$ cat config.mk
export PLATFORM = sky130hd
export DESIGN_NAME = cpu16_core
export DESIGN_NICKNAME = d
export VERILOG_FILES = /design/src/rtl/cpu16_pkg.sv /design/src/rtl/cpu16_regfile.sv /design/src/rtl/cpu16_alu.sv /design/src/rtl/cpu16_agen.sv /design/src/rtl/cpu16_core.sv
export SDC_FILE = /design/constraint.sdc
export NUM_CORES = 1
export LEC_CHECK = 0
export BUFFER_PORTS_ARGS = -buffer_cell sky130_fd_sc_hd__buf_2
export CAP_MARGIN = 10
export CORE_MARGIN = 5
export CORE_UTILIZATION = 55
export CTS_BUF_LIST = sky130_fd_sc_hd__clkbuf_4
export DETAILED_ROUTE_END_ITERATION = 8
export PLACE_DENSITY = 0.72
export SLEW_MARGIN = 10
export SYNTH_ARGS = -nofsm -noshare
export SYNTH_HDL_FRONTEND = slang
export SYNTH_SLANG_ARGS = --single-unit
$ cat constraint.sdc
create_clock -name clk_i -period 6.1 [get_ports clk_i]
set_input_delay 0.915 -clock clk_i [delete_from_list [all_inputs] [get_ports clk_i]]
set_output_delay 0.915 -clock clk_i [all_outputs]
set_load 0.02 [all_outputs]
$ cat src/rtl/cpu16_pkg.sv
package cpu16_pkg;
  typedef enum logic [3:0] {
    OP_BR   = 4'h0, OP_ADD  = 4'h1, OP_LD   = 4'h2, OP_ST   = 4'h3,
    OP_JSR  = 4'h4, OP_AND  = 4'h5, OP_LDR  = 4'h6, OP_STR  = 4'h7,
    OP_RTI  = 4'h8, OP_NOT  = 4'h9, OP_LDI  = 4'hA, OP_STI  = 4'hB,
    OP_JSRR = 4'hC, OP_RSV  = 4'hD, OP_LEA  = 4'hE, OP_TRAP = 4'hF
  } opcode_e;

  typedef enum logic [2:0] {
    ST_FETCH, ST_DECODE, ST_EXEC, ST_IND, ST_ACC, ST_LOAD, ST_HALT
  } state_e;

  localparam int unsigned DW      = 16;
  localparam int unsigned PAGE_W  = 9;
  localparam int unsigned OFF_W   = 6;
  localparam int unsigned IMM_W   = 5;
  localparam int unsigned VEC_W   = 8;
endpackage

$ cat src/rtl/cpu16_regfile.sv
module cpu16_regfile #(
  parameter int unsigned DW   = 16,
  parameter int unsigned NREG = 8,
  localparam int unsigned AW  = $clog2(NREG)
) (
  input  logic          clk_i,
  input  logic          rst_ni,
  input  logic          we_i,
  input  logic [AW-1:0] waddr_i,
  input  logic [DW-1:0] wdata_i,
  input  logic [AW-1:0] raddr_a_i,
  output logic [DW-1:0] rdata_a_o,
  input  logic [AW-1:0] raddr_b_i,
  output logic [DW-1:0] rdata_b_o
);
  logic [DW-1:0] regs [NREG];

  for (genvar g = 0; g < NREG; g++) begin : g_reg
    always_ff @(posedge clk_i or negedge rst_ni) begin
      if (!rst_ni)                               regs[g] <= '0;
      else if (we_i && waddr_i == AW'(g))        regs[g] <= wdata_i;
    end
  end

  assign rdata_a_o = regs[raddr_a_i];
  assign rdata_b_o = regs[raddr_b_i];
endmodule

$ cat src/rtl/cpu16_alu.sv
module cpu16_alu
  import cpu16_pkg::*;
#(
  parameter int unsigned DW = 16
) (
  input  opcode_e           op_i,
  input  logic [DW-1:0]     a_i,
  input  logic [DW-1:0]     b_i,
  input  logic [IMM_W-1:0]  imm_i,
  input  logic              imm_sel_i,
  output logic [DW-1:0]     res_o,
  output logic [2:0]        nzp_o
);
  logic [DW-1:0] add_b, and_b;

  assign add_b = imm_sel_i ? {{(DW-IMM_W){imm_i[IMM_W-1]}}, imm_i} : b_i;
  assign and_b = imm_sel_i ? {{(DW-IMM_W){1'b0}}, imm_i} : b_i;

  always_comb begin
    unique case (op_i)
      OP_ADD:  res_o = a_i + add_b;
      OP_AND:  res_o = a_i & and_b;
      default: res_o = ~a_i;
    endcase
  end

  assign nzp_o = {res_o[DW-1], res_o == '0, !res_o[DW-1] && res_o != '0};
endmodule

$ cat src/rtl/cpu16_agen.sv
module cpu16_agen
  import cpu16_pkg::*;
#(
  parameter int unsigned DW = 16
) (
  input  logic [DW-1:0] ir_i,
  input  logic [DW-1:0] pc_i,
  input  logic [DW-1:0] base_i,
  output logic [DW-1:0] page_ea_o,
  output logic [DW-1:0] base_ea_o
);
  // page bits come straight from the incremented PC; no adder
  assign page_ea_o = {pc_i[DW-1:PAGE_W], ir_i[PAGE_W-1:0]};
  assign base_ea_o = base_i + {{(DW-OFF_W){1'b0}}, ir_i[OFF_W-1:0]};
endmodule

$ cat src/rtl/cpu16_core.sv
module cpu16_core
  import cpu16_pkg::*;
#(
  parameter logic [15:0] RESET_PC = 16'h3000,
  parameter logic [7:0]  HALT_VEC = 8'h25,
  parameter int unsigned NREG     = 8
) (
  input  logic        clk_i,
  input  logic        rst_ni,
  output logic [15:0] mem_addr_o,
  output logic [15:0] mem_wdata_o,
  input  logic [15:0] mem_rdata_i,
  output logic        mem_we_o,
  output logic        halted_o
);
  localparam int unsigned RAW  = $clog2(NREG);
  localparam logic [RAW-1:0] LINK = RAW'(NREG - 1);

  state_e         state_q;
  logic [DW-1:0]  pc_q, ir_q, mar_q;
  logic [2:0]     flags_q;  // {n,z,p}

  opcode_e        op;
  logic [RAW-1:0] dr, sr1, rb_addr;
  logic [DW-1:0]  rf_a, rf_b, alu_res, page_ea, base_ea;
  logic [2:0]     alu_nzp;
  logic           rf_we;
  logic [RAW-1:0] rf_waddr;
  logic [DW-1:0]  rf_wdata;
  logic           is_store, br_take, halt_trap;

  assign op        = opcode_e'(ir_q[15:12]);
  assign dr        = RAW'(ir_q[11:9]);
  assign sr1       = RAW'(ir_q[8:6]);
  assign is_store  = op inside {OP_ST, OP_STR, OP_STI};
  assign rb_addr   = is_store ? dr : RAW'(ir_q[2:0]);
  assign br_take   = |(ir_q[11:9] & flags_q);
  assign halt_trap = ir_q[VEC_W-1:0] == HALT_VEC;

  cpu16_regfile #(.DW(DW), .NREG(NREG)) u_rf (
    .clk_i, .rst_ni,
    .we_i(rf_we), .waddr_i(rf_waddr), .wdata_i(rf_wdata),
    .raddr_a_i(sr1), .rdata_a_o(rf_a),
    .raddr_b_i(rb_addr), .rdata_b_o(rf_b)
  );

  cpu16_alu #(.DW(DW)) u_alu (
    .op_i(op), .a_i(rf_a), .b_i(rf_b), .imm_i(ir_q[IMM_W-1:0]),
    .imm_sel_i(ir_q[5]), .res_o(alu_res), .nzp_o(alu_nzp)
  );

  cpu16_agen #(.DW(DW)) u_agen (
    .ir_i(ir_q), .pc_i(pc_q), .base_i(rf_a),
    .page_ea_o(page_ea), .base_ea_o(base_ea)
  );

  always_comb begin
    unique case (state_q)
      ST_EXEC: begin
        if (op == OP_TRAP)                 mem_addr_o = {{(DW-VEC_W){1'b0}}, ir_q[VEC_W-1:0]};
        else if (op inside {OP_LDR, OP_STR}) mem_addr_o = base_ea;
        else                               mem_addr_o = page_ea;
      end
      ST_ACC:  mem_addr_o = mar_q;
      default: mem_addr_o = pc_q;
    endcase
  end

  assign mem_we_o    = (state_q == ST_EXEC && op inside {OP_ST, OP_STR}) ||
                       (state_q == ST_ACC  && op == OP_STI);
  assign mem_wdata_o = rf_b;
  assign halted_o    = state_q == ST_HALT;

  always_comb begin
    rf_we    = 1'b0;
    rf_waddr = dr;
    rf_wdata = alu_res;
    if (state_q == ST_EXEC) begin
      unique case (op)
        OP_ADD, OP_AND, OP_NOT: rf_we = 1'b1;
        OP_LEA: begin rf_we = 1'b1; rf_wdata = page_ea; end
        OP_JSR, OP_JSRR: begin
          rf_we = ir_q[11]; rf_waddr = LINK; rf_wdata = pc_q;
        end
        OP_TRAP: begin rf_we = 1'b1; rf_waddr = LINK; rf_wdata = pc_q; end
        default: ;
      endcase
    end else if (state_q == ST_LOAD && op != OP_TRAP) begin
      rf_we    = 1'b1;
      rf_wdata = mem_rdata_i;
    end
  end

  always_ff @(posedge clk_i or negedge rst_ni) begin
    if (!rst_ni) begin
      state_q <= ST_FETCH;
      pc_q    <= RESET_PC;
      ir_q    <= '0;
      mar_q   <= '0;
      flags_q <= 3'b010;
    end else begin
      unique case (state_q)
        ST_FETCH: begin
          pc_q    <= pc_q + 1'b1;
          state_q <= ST_DECODE;
        end
        ST_DECODE: begin
          ir_q    <= mem_rdata_i;
          state_q <= ST_EXEC;
        end
        ST_EXEC: begin
          state_q <= ST_FETCH;
          unique case (op)
            OP_ADD, OP_AND, OP_NOT: flags_q <= alu_nzp;
            OP_BR:   if (br_take) pc_q <= page_ea;
            OP_JSR:  pc_q <= page_ea;
            OP_JSRR: pc_q <= base_ea;
            OP_LD, OP_LDR: state_q <= ST_LOAD;
            OP_LDI, OP_STI: state_q <= ST_IND;
            OP_TRAP: state_q <= halt_trap ? ST_HALT : ST_LOAD;
            default: ;
          endcase
        end
        ST_IND: begin
          mar_q   <= mem_rdata_i;
          state_q <= ST_ACC;
        end
        ST_ACC:  state_q <= (op == OP_LDI) ? ST_LOAD : ST_FETCH;
        ST_LOAD: begin
          if (op == OP_TRAP) pc_q <= mem_rdata_i;
          state_q <= ST_FETCH;
        end
        default: state_q <= ST_HALT;
      endcase
    end
  end
endmodule

==> results.md <==
- Bufs and invs on worst path: 1
- Tmin final: 5708 ps
- Skew final: 25.53 ps
- Setup ws final: 391.9 ps
- CP Class: reg -> reg
- Netlist cell types: slightly above 80
- Hold-fix buffer count after cts: 0
- Inserted Clock Buffers: 17
- Synthesized area: 0.01247 mm^2
- Final std cells w/o fill: 1,655
- Total vias in the final route: 11,140
- TritonCTS clock tree: done
- Max clock buf depth: 2
- Ratio of cells with drive above 1 in the final layout: 0.2089
- Synth Warn #: 0
- Delay of the slowest critical-path stage: 670 ps
- F_max: 0.1752 GHz
- Worst reg-to-reg setup slack: 390 ps
- RSZ-0062 raised after global routing: no
- Die area: 0.02579 mm^2
- H-tree levels: 4
- Worst setup SP type: register
- # placed instances: 1,622
- Die H: 160.6 um
- Fillers: 1,997
- Critical Path End Type: register
- Crit-path cells: and2_1 -> a21boi_1 -> nor2_1 -> buf_4 -> mux4_2 -> nand2_1 -> nand2_1 -> mux2_2 -> ha_1 -> a211oi_1 -> nor2_1 -> o211ai_1 -> o21ai_1 -> o41ai_1 -> xnor2_1 -> o41ai_2 -> mux2_2
- Largest net degree at the start of global routing: 183
- Final setup viols: 0
- Final period utilization: 0.9358
- Nets: 1,398
- Vias in the first global route: 10,750
- Yosys top cell area share: 0.3591
- Top FF cell, synth: dfrtp_1
- Placer Congestion: slightly below 1
- Synthesized netlist cell count: 1,324
- Clock tree sinks: ~180
- Core ar.: ~0.023 mm^2
- Post-CTS Setup Inserts: 0
- Crit-path slowest cell: o41ai_2
- Average cell area after synthesis: 9.420 um^2
- Antenna violations before repair: 1
- CTS resizes: 0
- Status: complete, but fails checks
- Drt first pass iters: 9
- CTS Root Cell: clkbuf_4
- 1st-iter DRT viols: roughly 1,300
- Final hold vios: 0
- Critical Path Start: ir_q[12]
- Worst skew pair latency: 590 ps
- # IOs: 52
- Hold Crit Class: in -> async
- Starting Density: 0.5542
- R2R Path Start: ir_q[12]
- Sequential area share after synthesis: 0.3655
- WP data arrival: just over 6000 ps
- Synth area leaders: dfrtp_1, mux4_2, mux2_2
- Critical-path maximum fanout: 13
- Hold slack final: 300.5 ps
- Total global routing overflow: 0
- End point of the critical path: u_rf.regs[47]
- HPWL Detailed: 28.96 mm
- Slew headroom: 0.1845
- Max cap viols: 0
- EDFF count, synth: 0
- Cell family with most CP delay: compound AO/OA/AOI/OAI gates
- Antenna viol nets, final: 0
- Worst slack, placed: 524.6 ps
- Tightest Pin Transition: ~1200 ps
- Row count: 55
- Clk pin slew, worst setup/hold paths: 180 ps
- Post-DR vias/cell: approximately 6.7
- Area Overhead vs Synth: 7.283%
- Setup tns final: 0 ps
- Failing checks: design-rule violations
- Share of flip-flops with an asynchronous set or reset: 1.000
- PortBufs: 51
- Gr usage total: 0.3061
- Reg2reg path depth: 17
- Stages on worst setup path: 17
- Synthesis-stage register bit count: 182
- WP data required: roughly 6600 ps
- Wire per inst: 23.90 um
- WL final: 39.56 mm
- First-pass GRT wire length: 62.45 mm
- Worst R2R End: u_rf.regs[47]
- Largest area contributor in the netlist: dfrtp_1
- Width of the die: ~160 um
- Max Slew Vio Count: 0
- Post-route DRC: 1
- Syn_nets: 1,366
==> layout by cell type (no fill, tap or decap), types with 8 or more instances in the layout <==
master    netlist  routed
mux2i_1        45      45
nor2_1         84      84
nor3_1         11       9
buf_4           5      43
a31oi_1         8       8
o211ai_1       11      11
a221o_1        10      10
xnor2_1        30      30
inv_1          33      33
a21oi_1        58      58
a222oi_1       10      10
clkbuf_4        0      17
mux4_2         44      44
o21ai_1        36      36
buf_2          11      50
and3_1         16      16
a221oi_1       11      11
mux2_2         84      84
a32o_1          8       8
a311oi_1       12      12
o21ai_0        98      98
ha_1           22      22
dfrtp_1       179     178
a22oi_1        28      28
nand3_1        30      30
nand2b_1       28      28
a211oi_1       17      17
nand2_1       210     210
==> per-layer routing <==
metal / vias up / wire [um] / global-route usage
li1: 4976 / - / -
met1: 5432 / 16030 / 0.4195
met2: 610 / 18440 / 0.4893
met3: 124 / 3448 / 0.05286
met4: 0 / 1629 / 0.1181
met5: - / 0 / 0
==> cell usage after synthesis, types with 11 or more instances <==
| master | instances |
|---|---|
| and3_1 | 16 |
| mux4_2 | 44 |
| o211ai_1 | 11 |
| dfrtp_1 | 179 |
| a21oi_1 | 58 |
| o21ai_1 | 36 |
| nor2_1 | 84 |
| a22oi_1 | 28 |
| a211oi_1 | 17 |
| mux2_2 | 84 |
| ha_1 | 22 |
| nand2b_1 | 28 |
| o21ai_0 | 98 |
| nand2_1 | 210 |
| clkbuf_1 | 60 |
| a311oi_1 | 12 |
| inv_1 | 33 |
| nand3_1 | 30 |
| nor3_1 | 11 |
| a221oi_1 | 11 |
| mux2i_1 | 45 |
| xnor2_1 | 30 |
| buf_2 | 11 |
==> logic make-up (layout without fill, tap and decap cells) <==
group / count (synthesis) / after routing / synth area share
xor gates and xnor gates: 32 / 32 / 0.02247
muxes: 177 / 177 / 0.1950
AOI/OAI and AO/OA: 373 / 373 / 0.2021
DFF: 182 / 182 / 0.3655
adders and majority gates: 24 / 24 / 0.02528
buffers and inverters: 115 / 160 / 0.03842
other: 0 / 1 / 0
and+or+nand+nor: 421 / 421 / 0.1513
==> final cells by class <==
type	instances	area, um^2	share of cell area
Antenna cell	1	2.502	0.0001870
Clock buffer	17	127.6	0.009538
Clock inverter	15	158.9	0.01188
Inverter	33	123.9	0.009258
Multi-Input combinational cell	1027	7445	0.5564
Sequential cell	182	4562	0.3409
Tap cell	285	356.6	0.02665
Timing Repair Buffer	95	604.3	0.04517
==> worst register-to-register path, delay by kind of cell, from the launching register on <==
kind | cells | cell delay [ps]
multiplexers | 3 | 1080
adder cells (fa/ha/maj) | 1 | 260
AO/OA/AOI/OAI | 6 | 2210
buffers and inverters | 1 | 300
AND/OR/NAND/NOR | 5 | 1050
XOR/XNOR | 1 | 170
flip-flops | 1 | 590
==> flip-flops by register name (all words and copies together), names as in the netlist <==
name / cells
u_rf.regs: 128
state_q: 3
flags_q: 3
mar_q: 16
pc_q: 16
ir_q: 16
==> how the worst min path moves through the flow <==
stage / to / slack [ps] / cells after the start
3_5_place_dp: u_rf.regs[34] / 480 / 2
2_1_floorplan: u_rf.regs[20] / 460 / 2
4_1_cts: mar_q[15] / 500 / 2
3_3_place_gp: u_rf.regs[36] / 470 / 2
5_1_grt: flags_q[1] / 530 / 2
6_report: mar_q[15] / 300 / 2
==> through the flow <==
| step | instance area (um^2) | util |
|---|---|---|
| after floorplan | 12470 | - |
| after global placement | 13090 | 0.5817 |
| after detailed placement | 13090 | 0.5817 |
| after CTS | 13380 | 0.5944 |
| after global routing | 13380 | 0.5946 |
| final | 13380 | 0.5946 |
Power is not shown: default switching activity piles up to over one toggle a cycle in this logic, so the estimate is an artifact.
